File: src/rtl/vlane_pkg.sv
package vlane_pkg;

  typedef enum logic [3:0] {
    OP_ADD   = 4'd0,
    OP_SUB   = 4'd1,
    OP_MIN   = 4'd2,
    OP_MAX   = 4'd3,
    OP_ABS   = 4'd4,
    OP_MUL   = 4'd5,
    OP_SADD  = 4'd6,
    OP_SSUB  = 4'd7,
    OP_FXMUL = 4'd8
  } lane_op_e;

  localparam int OP_W    = 4;
  localparam int SHAMT_W = 5;

endpackage

File: src/rtl/vlane_decode.sv
module vlane_decode
  import vlane_pkg::*;
#(
  parameter bit EN_ADDSUB = 1'b1,
  parameter bit EN_MINMAX = 1'b1,
  parameter bit EN_ABS    = 1'b1,
  parameter bit EN_MUL    = 1'b1,
  parameter bit EN_SAT    = 1'b1,
  parameter bit EN_FX     = 1'b1
) (
  input  logic [OP_W-1:0] op,
  output logic            illegal,
  output logic            mul_path
);

  always_comb begin
    illegal  = 1'b0;
    mul_path = 1'b0;
    unique case (op)
      OP_ADD, OP_SUB:   illegal = !EN_ADDSUB;
      OP_MIN, OP_MAX:   illegal = !EN_MINMAX;
      OP_ABS:           illegal = !EN_ABS;
      OP_SADD, OP_SSUB: illegal = !EN_SAT;
      OP_MUL: begin
        illegal  = !EN_MUL;
        mul_path = 1'b1;
      end
      OP_FXMUL: begin
        illegal  = !EN_FX;
        mul_path = 1'b1;
      end
      default:          illegal = 1'b1;
    endcase
  end

endmodule

File: src/rtl/vlane_mulstage.sv
module vlane_mulstage #(
  parameter int W      = 16,
  parameter bit EN_ANY = 1'b1
) (
  input  logic [W-1:0]   a,
  input  logic [W-1:0]   b,
  output logic [2*W-1:0] prod
);

  generate
    if (EN_ANY) begin : g_mul
      logic signed [2*W-1:0] ax, bx;
      assign ax   = {{W{a[W-1]}}, a};
      assign bx   = {{W{b[W-1]}}, b};
      assign prod = ax * bx;
    end else begin : g_nomul
      assign prod = '0;
    end
  endgenerate

endmodule

File: src/rtl/vlane_intops.sv
module vlane_intops
  import vlane_pkg::*;
#(
  parameter int W         = 16,
  parameter bit EN_ADDSUB = 1'b1,
  parameter bit EN_MINMAX = 1'b1,
  parameter bit EN_ABS    = 1'b1,
  parameter bit EN_SAT    = 1'b1
) (
  input  logic [OP_W-1:0] op,
  input  logic [W-1:0]    a,
  input  logic [W-1:0]    b,
  output logic [W-1:0]    res
);

  localparam longint SMAX_L = (64'sd1 <<< (W-1)) - 64'sd1;
  localparam longint SMIN_L = -(64'sd1 <<< (W-1));
  localparam logic signed [W:0]   HI_X = (W+1)'(SMAX_L);
  localparam logic signed [W:0]   LO_X = (W+1)'(SMIN_L);
  localparam logic        [W-1:0] HI   = W'(SMAX_L);
  localparam logic        [W-1:0] LO   = W'(SMIN_L);

  logic [W-1:0] add_r, sub_r, min_r, max_r, abs_r, sadd_r, ssub_r;

  // Shared widened sum and difference feed both wrap and clamp groups.
  logic signed [W:0] sum_x, dif_x;
  assign sum_x = $signed({a[W-1], a}) + $signed({b[W-1], b});
  assign dif_x = $signed({a[W-1], a}) - $signed({b[W-1], b});

  generate
    if (EN_ADDSUB) begin : g_addsub
      assign add_r = sum_x[W-1:0];
      assign sub_r = dif_x[W-1:0];
    end else begin : g_no_addsub
      assign add_r = '0;
      assign sub_r = '0;
    end

    if (EN_MINMAX) begin : g_minmax
      logic a_lt_b;
      assign a_lt_b = $signed(a) < $signed(b);
      assign min_r  = a_lt_b ? a : b;
      assign max_r  = a_lt_b ? b : a;
    end else begin : g_no_minmax
      assign min_r = '0;
      assign max_r = '0;
    end

    if (EN_ABS) begin : g_abs
      always_comb begin
        if (!a[W-1])    abs_r = a;
        else if (a == LO) abs_r = HI;
        else            abs_r = W'(-$signed(a));
      end
    end else begin : g_no_abs
      assign abs_r = '0;
    end

    if (EN_SAT) begin : g_sat
      always_comb begin
        if (sum_x > HI_X)      sadd_r = HI;
        else if (sum_x < LO_X) sadd_r = LO;
        else                   sadd_r = sum_x[W-1:0];
        if (dif_x > HI_X)      ssub_r = HI;
        else if (dif_x < LO_X) ssub_r = LO;
        else                   ssub_r = dif_x[W-1:0];
      end
    end else begin : g_no_sat
      assign sadd_r = '0;
      assign ssub_r = '0;
    end
  endgenerate

  always_comb begin
    unique case (op)
      OP_ADD:  res = add_r;
      OP_SUB:  res = sub_r;
      OP_MIN:  res = min_r;
      OP_MAX:  res = max_r;
      OP_ABS:  res = abs_r;
      OP_SADD: res = sadd_r;
      OP_SSUB: res = ssub_r;
      default: res = '0;
    endcase
  end

endmodule

File: src/rtl/vlane_fxpost.sv
module vlane_fxpost
  import vlane_pkg::*;
#(
  parameter int W      = 16,
  parameter bit EN_MUL = 1'b1,
  parameter bit EN_FX  = 1'b1
) (
  input  logic [OP_W-1:0]    op,
  input  logic [2*W-1:0]     prod,
  input  logic [SHAMT_W-1:0] shamt,
  output logic [W-1:0]       res
);

  localparam longint SMAX_L = (64'sd1 <<< (W-1)) - 64'sd1;
  localparam longint SMIN_L = -(64'sd1 <<< (W-1));
  localparam logic signed [2*W-1:0] HI_P = (2*W)'(SMAX_L);
  localparam logic signed [2*W-1:0] LO_P = (2*W)'(SMIN_L);

  logic [W-1:0] low_r, fx_r;

  generate
    if (EN_MUL) begin : g_low
      assign low_r = prod[W-1:0];
    end else begin : g_no_low
      assign low_r = '0;
    end

    if (EN_FX) begin : g_fx
      logic signed [W-1:0] clamped;
      always_comb begin
        if ($signed(prod) > HI_P)      clamped = W'(SMAX_L);
        else if ($signed(prod) < LO_P) clamped = W'(SMIN_L);
        else                           clamped = prod[W-1:0];
      end
      // Arithmetic shift: floors toward negative infinity, sign-fills past W.
      assign fx_r = clamped >>> shamt;
    end else begin : g_no_fx
      assign fx_r = '0;
    end
  endgenerate

  assign res = (op == OP_FXMUL) ? fx_r : low_r;

endmodule

File: src/rtl/vlane_alu.sv
module vlane_alu
  import vlane_pkg::*;
#(
  parameter int W         = 16,
  parameter bit EN_ADDSUB = 1'b1,
  parameter bit EN_MINMAX = 1'b1,
  parameter bit EN_ABS    = 1'b1,
  parameter bit EN_MUL    = 1'b1,
  parameter bit EN_SAT    = 1'b1,
  parameter bit EN_FX     = 1'b1
) (
  input  logic               clk,
  input  logic               rst_n,
  input  logic               in_valid,
  output logic               in_ready,
  input  logic [OP_W-1:0]    in_op,
  input  logic [W-1:0]       in_a,
  input  logic [W-1:0]       in_b,
  input  logic [W-1:0]       in_old,
  input  logic [SHAMT_W-1:0] in_shamt,
  input  logic               in_pred,
  output logic               out_valid,
  input  logic               out_ready,
  output logic [W-1:0]       out_data,
  output logic               out_wen,
  output logic               out_illegal
);

  localparam bit MUL_ANY = EN_MUL || EN_FX;

  // Whole pipeline advances together; it only stalls on a held result.
  logic adv;
  assign adv      = !out_valid || out_ready;
  assign in_ready = adv;

  // ---------------- stage 1: decode and multiply ----------------
  logic             dec_ill, dec_mul;
  logic [2*W-1:0]   prod_c;

  vlane_decode #(
    .EN_ADDSUB(EN_ADDSUB), .EN_MINMAX(EN_MINMAX), .EN_ABS(EN_ABS),
    .EN_MUL(EN_MUL), .EN_SAT(EN_SAT), .EN_FX(EN_FX)
  ) u_dec (
    .op(in_op), .illegal(dec_ill), .mul_path(dec_mul)
  );

  vlane_mulstage #(.W(W), .EN_ANY(MUL_ANY)) u_mul (
    .a(in_a), .b(in_b), .prod(prod_c)
  );

  logic               s1_v, s1_ill, s1_mul, s1_pred;
  logic [OP_W-1:0]    s1_op;
  logic [W-1:0]       s1_a, s1_b, s1_old;
  logic [SHAMT_W-1:0] s1_sh;
  logic [2*W-1:0]     s1_prod;

  always_ff @(posedge clk) begin
    if (!rst_n) begin
      s1_v    <= 1'b0;
      s1_ill  <= 1'b0;
      s1_mul  <= 1'b0;
      s1_pred <= 1'b0;
      s1_op   <= '0;
      s1_a    <= '0;
      s1_b    <= '0;
      s1_old  <= '0;
      s1_sh   <= '0;
      s1_prod <= '0;
    end else if (adv) begin
      s1_v    <= in_valid;
      s1_ill  <= dec_ill;
      s1_mul  <= dec_mul;
      s1_pred <= in_pred;
      s1_op   <= in_op;
      s1_a    <= in_a;
      s1_b    <= in_b;
      s1_old  <= in_old;
      s1_sh   <= in_shamt;
      s1_prod <= prod_c;
    end
  end

  // ---------------- stage 2: arithmetic, clamp, shift, select ----------------
  logic [W-1:0] int_res, mul_res, pick;

  vlane_intops #(
    .W(W), .EN_ADDSUB(EN_ADDSUB), .EN_MINMAX(EN_MINMAX),
    .EN_ABS(EN_ABS), .EN_SAT(EN_SAT)
  ) u_int (
    .op(s1_op), .a(s1_a), .b(s1_b), .res(int_res)
  );

  vlane_fxpost #(.W(W), .EN_MUL(EN_MUL), .EN_FX(EN_FX)) u_fx (
    .op(s1_op), .prod(s1_prod), .shamt(s1_sh), .res(mul_res)
  );

  logic keep_old;
  assign keep_old = s1_ill || !s1_pred;
  assign pick     = keep_old ? s1_old : (s1_mul ? mul_res : int_res);

  always_ff @(posedge clk) begin
    if (!rst_n) begin
      out_valid   <= 1'b0;
      out_data    <= '0;
      out_wen     <= 1'b0;
      out_illegal <= 1'b0;
    end else if (adv) begin
      out_valid   <= s1_v;
      out_data    <= pick;
      out_wen     <= s1_v && !keep_old;
      out_illegal <= s1_v && s1_ill;
    end
  end

endmodule

File: config.mk
export PLATFORM = sky130hd
export DESIGN_NAME = vlane_alu
export DESIGN_NICKNAME = d
export VERILOG_FILES = /design/src/rtl/vlane_pkg.sv /design/src/rtl/vlane_decode.sv /design/src/rtl/vlane_mulstage.sv /design/src/rtl/vlane_intops.sv /design/src/rtl/vlane_fxpost.sv /design/src/rtl/vlane_alu.sv
export SDC_FILE = /design/constraint.sdc
export NUM_CORES = 1
export LEC_CHECK = 0
export ABC_AREA = 1
export BUFFER_PORTS_ARGS = -buffer_cell sky130_fd_sc_hd__buf_4
export CAP_MARGIN = 20
export CORE_UTILIZATION = 30
export CTS_CLUSTER_SIZE = 16
export DETAILED_ROUTE_END_ITERATION = 16
export GPL_TIMING_DRIVEN = 0
export PLACE_DENSITY = 0.57
export RECOVER_POWER = 50
export SLEW_MARGIN = 0
export SYNTH_ARGS = -nofsm -noshare
export SYNTH_HDL_FRONTEND = slang
export SYNTH_SLANG_ARGS = --single-unit
File: constraint.sdc
create_clock -name clk -period 5.4 [get_ports clk]
set_input_delay 0 -clock clk [delete_from_list [all_inputs] [get_ports clk]]
set_output_delay 0 -clock clk [all_outputs]
set_load 0.005 [all_outputs]
# After elaboration in Yosys (flattened, before gate mapping)
# Cells that the tools add are included.
# Widths: inputs -> output; s select.
# op_classes
add_sub_neg	3
n_mul	1
order_cmp	7
n_eq_ne	16
shift	1
mux	16
n_reduce_logical	11
# op_table
operator	n
$mux 16	13
$pmux 16 s7	1
$gt 17x16->1 const B	2
$lt 17x16->1 const B	2
$gt 32x16->1 const B	1
$lt 32x16->1 const B	1
$mul 16x16->32	1
$eq 4x3->1 const B	7
$add 16x16->17	1
$sub 16x16->17	1
$eq 16x16->1 const B	1
$eq 4x2->1 const B	4
$lt 16x16->1	1
$neg 16->16	1
$sshr 16x5->16	1
$reduce_or 9->1	1
$eq 4x1->1 const B	2
$eq 4x4->1 const B	2
$logic_not 4->1	2
$logic_not 1->1	3
$logic_and 1x1->1	2
$logic_or 1x1->1	2
$mux 1	2
$reduce_or 2->1	1
# word_totals
register_bits	112
input_bits	62
output_inout_bits	20
word_cells	69

# Longest topological paths before layout
# logic_depth
ltp_word	7
ltp_mapped	30
depth_no_buf	28

# Modules after synthesis
# Synthesis repeated with hierarchy kept, for this count alone.
# hier_totals
hier_cells	3085
hier_area_um2	20240.7
# by_module_without_submodules
mod	n_inst	cells_per_inst	area_each_um2	seq_area_each_um2
vlane_mulstage	1	1466	10835.4	0.0
vlane_alu	1	573	4227.8	2242.2
vlane_intops	1	787	3998.8	0.0
vlane_fxpost	1	248	1136.1	0.0
vlane_decode	1	11	42.5	0.0

# Worst setup path after synthesis
# Ideal clock, no wire load.
# synth_path
path_kind	in2reg
startpoint	input in_b[1]
endpoint	register s1_prod[28]
setup_ns	0.114
arrival_ns	5.445
t_required_ns	5.286
setup_slack_ns	-0.158
path_stages	26
path_buffers	2
path_cell_list	clkbuf_1 > clkbuf_1 > nand2_1 > fa_1 > fa_1 > fa_1 > fa_1 > inv_1 > fa_1 > inv_1 > fa_1 > inv_1 > ha_1 > inv_1 > o21ai_0 > a21oi_1 > nand2_1 > nand2_1 > nand3_1 > a21o_1 > a21oi_1 > o21ai_0 > nand2_1 > nand2_1 > o21bai_1 > inv_1
# synth_via
elab_chain_len	1
# synth_lines
item	line	source
from (decl)	vlane_alu.sv:18	input logic [W-1:0] in_b,
$mul 16x16->32	vlane_mulstage.sv:15	assign prod = ax * bx;
to (signal assigned)	vlane_alu.sv:79	s1_prod <= prod_c;
to (decl)	vlane_alu.sv:55	logic [2*W-1:0] s1_prod;
# Every way passes these cells.
# A chain may end at the register's enable or synchronous reset.

# Worst setup path after layout
# layout_path
startpoint	input in_a[11]
endpoint	register s1_prod[25]
# layout_via
elab_chain_len	1
# layout_lines
item	line	source
from (decl)	vlane_alu.sv:17	input logic [W-1:0] in_a,
$mul 16x16->32	vlane_mulstage.sv:15	
# Every way passes these cells.

==> implementation parameters <==
Parameter                              Value

Floorplan
  Die Footprint    64000 um^2
  Site Rows    between 90 and 100
  Number of ports placed on the die boundary    slightly above 80
  Initial cell density of the core    30.5%
  Height of the die    approximately 250 um
  Core box area    slightly above 60000 um^2
  Die extent in x    between 200 and 300 um

Synthesis
  Library cell with the highest instance count after synthesis    sky130_fd_sc_hd__inv_1
  Proportion of netlist area held by the largest area contributor    between 20% and 30%
  Post-synth top flop    sky130_fd_sc_hd__dfxtp_1
  Asr flop ratio synth    0%
  Net Count, Synth    3160
  Combinational family with the most area after synthesis    adder cells
  Register bit total from synthesis    112
  Top cells by count, synth    sky130_fd_sc_hd__inv_1, sky130_fd_sc_hd__nand2_1, sky130_fd_sc_hd__fa_1
  Compound-Gate Fraction of Synth Area    around 12%
  Synth warn    0
  Part of the Yosys area used for sequential elements    11.9%
  Cell area after technology mapping    about 19000 um^2
  Simple-gate portion of the synthesized area    approximately 22%
  Number of distinct library cells after synthesis    47
  Gate count of the mapped netlist    about 2700
  Mean area per synthesized cell    6.95 um^2
  Dominant cell type by area after synthesis    sky130_fd_sc_hd__fa_1
  Area share of xor/xnor cells in the synthesized design    ~2.3%
  Adder-Cell Fraction of Synth Area    between 30% and 40%
  Multiplexer area fraction after synthesis    0%
  Number of synthesized flops with an enable pin    0
  Top cells by area in the synthesized netlist    sky130_fd_sc_hd__fa_1, sky130_fd_sc_hd__inv_1, sky130_fd_sc_hd__dfxtp_1

CTS
  Total number of H-tree levels    3
  CTS clk-pin slew, worst paths    roughly 0.08 ns
  Maximum clock path buffer count    2
  Clk sink count    about 110
  Worst-Skew Late Latency    between 0.3 and 0.4 ns
  TritonCTS clock tree    done
  Total clock buffers created by CTS    9
  Clk Tree Root Cell    sky130_fd_sc_hd__clkbuf_16

Timing
  Worst setup skew after layout    between 0.015 and 0.02 ns
  Number of hold violations in the final report    0
  Final period demand of the worst path    between 5 and 6 ns
  RSZ-0062 raised after global routing    true
  Max Freq    0.193 GHz
  Count of pins over their slew limit    0
  Post-route fraction of the period consumed by the critical path    between 90% and 100%
  Final number of setup-violating endpoints    0
  Slew at the pin with the worst max-slew slack    0.929 ns
  Worst rel slew slack    between 30% and 40%

Global routing
  Number of global-route vias before repair    approximately 18000
  Number of antenna violations at the first check in global routing    2
  Total grt overflow    0
  Overall fraction of global-route tracks in use    roughly a fifth
  Largest net degree at the start of global routing    25
  First-pass GRT wire length    a little over 100000 um

Placed design
  IO Port Bufs    50
  Final HPWL from detailed placement    between 50000 and 60000 um
  Global placer's final weighted congestion    ~0.95

Critical path
  Cell type of the slowest stage on the worst timing path    sky130_fd_sc_hd__fa_1
  Crit Path Max Fanout    10
  Worst setup SP type    input pin
  WS Path Type    input pin to register
  Worst endpoint data arrival time    ~5.5 ns
  Buf+Inv Stages, Crit Path    7
  Required time worst endpoint    around 5.7 ns
  Endpoint kind of the worst setup timing path    register
  Cell occurring most often along the worst timing path    sky130_fd_sc_hd__fa_1
  Cell family with most CP delay    adder cells
  Slowest Stage Delay on Critical Path    ~0.58 ns

Final layout
  Area grow syn2layout    14.7%
  Layout Utilization    about a third
  Layout net count    3255
  Share of final-layout standard cells stronger than drive strength 1    9.47%

Routing
  Met1 layer wirelength in the final routing    between 20000 and 30000 um
  Top layer used by detailed routing    met5
  Final routed wirelength across all metal layers    64700 um
  Wire length on met2    approximately 31000 um
  Post-detailed-route wirelength per cell    about 18 um
  Post-detailed-route DRC marker count    0
  Routed Antenna Nets    0
  Mean number of vias per cell    4.85
  DR pass1 iterations    6
  Number of DRC violations after detailed-routing iteration 0    1345
  Wire length on met3    about 3400 um
  Vias post-DR    between 15000 and 20000

Status
  Run status    complete, no violations

Min path
  Path class of the lowest-slack min-delay path    input pin to register

Job
  Maximum capacitance violations    0
metal layers:
layer / global-route usage (%) / vias up
met5: 0 / -
met4: 5.82 / 2
met3: 1.98 / 106
met2: 36.0 / 523
met1: 27.0 / 8639
li1: - / 8458
area by class of cell:
type                       instances  area, um^2
tap                              837        1050
inverter                         619        2330
timing repair buffer              88         707
clock inverter                     7        93.8
sequential                       112        2240
buffer                           133        1060
multi-input combinational       1850       13900
clock buffer                       9         225
antenna                            2        5.00
fill                            6818       40300
cells in the final DEF (no fill, tap or decap), drive strengths merged, types with 3 or more instances in the layout:
| cell | synthesis | routed |
|---|---|---|
| o221ai | 6 | 6 |
| nor3 | 15 | 15 |
| dfxtp | 112 | 112 |
| nor2 | 163 | 163 |
| o21ai | 160 | 160 |
| a21o | 6 | 6 |
| dlygate4sd3 | 0 | 26 |
| nand3b | 3 | 3 |
| nand4 | 21 | 21 |
| xnor2 | 16 | 16 |
| o21bai | 8 | 8 |
| fa | 264 | 264 |
| inv | 616 | 620 |
| clkinv | 3 | 5 |
| nand2 | 616 | 616 |
| a31oi | 6 | 6 |
| xor2 | 33 | 33 |
| nand3 | 178 | 178 |
| o211ai | 30 | 30 |
| or2 | 7 | 7 |
| nor4 | 4 | 4 |
| clkbuf | 107 | 101 |
| a21oi | 188 | 188 |
| buf | 30 | 103 |
| ha | 116 | 116 |
through the flow:
step | TNS (ns) | instance area, um^2 | setup slack, ns | cells | hold slack (ns)
3_5_place_dp | -24.32 | 20300 | -1.52 | 3605 | 0.273
3_3_place_gp | -24.37 | 20300 | -1.52 | 3605 | 0.265
5_1_grt | -0.0824 | 21700 | -0.0429 | 3655 | 0.0254
4_1_cts | 0 | 21400 | 0.00378 | 3648 | 0.00361
2_1_floorplan | -0.0588 | 18900 | -0.0588 | 2718 | 0.145
6_report | 0 | 21700 | 0.215 | 3657 | 0.00436
cells by family after synthesis:
kind of cell,after synthesis
flops,112
simple gates,1009
buf+inv,756
xor+xnor,49
fa+ha+maj,380
compound gates,412
repair_timing:
| item | in CTS | in global routing |
|---|---|---|
| endpoints found under the hold margin | 27 | 0 |
| setup buffers | 3 | 9 |
| resized for setup | 144 | 103 |
| endpoints found under the setup margin | 22 | 15 |
| pin swaps | 5 | 23 |
| hold buffers | 26 | 0 |
worst paths after layout:
check | depth (start not counted) | to | from | slack, ns
min | 3 | s1_sh[3] | in_shamt[3] | 0.004
max | 25 | s1_prod[25] | in_a[11] | 0.22
min reg2reg | 2 | s1_old[15] | s1_old[15] | 0.46
max reg2reg | 20 | out_data[5] | s1_a[0] | 2.20
state kept, by name, summed over array words and instances, names as in the netlist:
register and flops:
s1_old 16, s1_mul 1, s1_prod 32, s1_ill 1, s1_pred 1, s1_sh 5
out_data 16, s1_a 16, out_illegal 1, out_valid 1, s1_v 1, s1_op 4
out_wen 1, s1_b 16
worst min-delay path, delay by kind of cell:
family	cells	cell delay [ns]
AO/OA/AOI/OAI	2	0.25
buffers and inverters	1	0.08
Power is left out: the tool's default activity adds up to more than one toggle a clock period on the data nets, which glitch-free logic cannot reach.
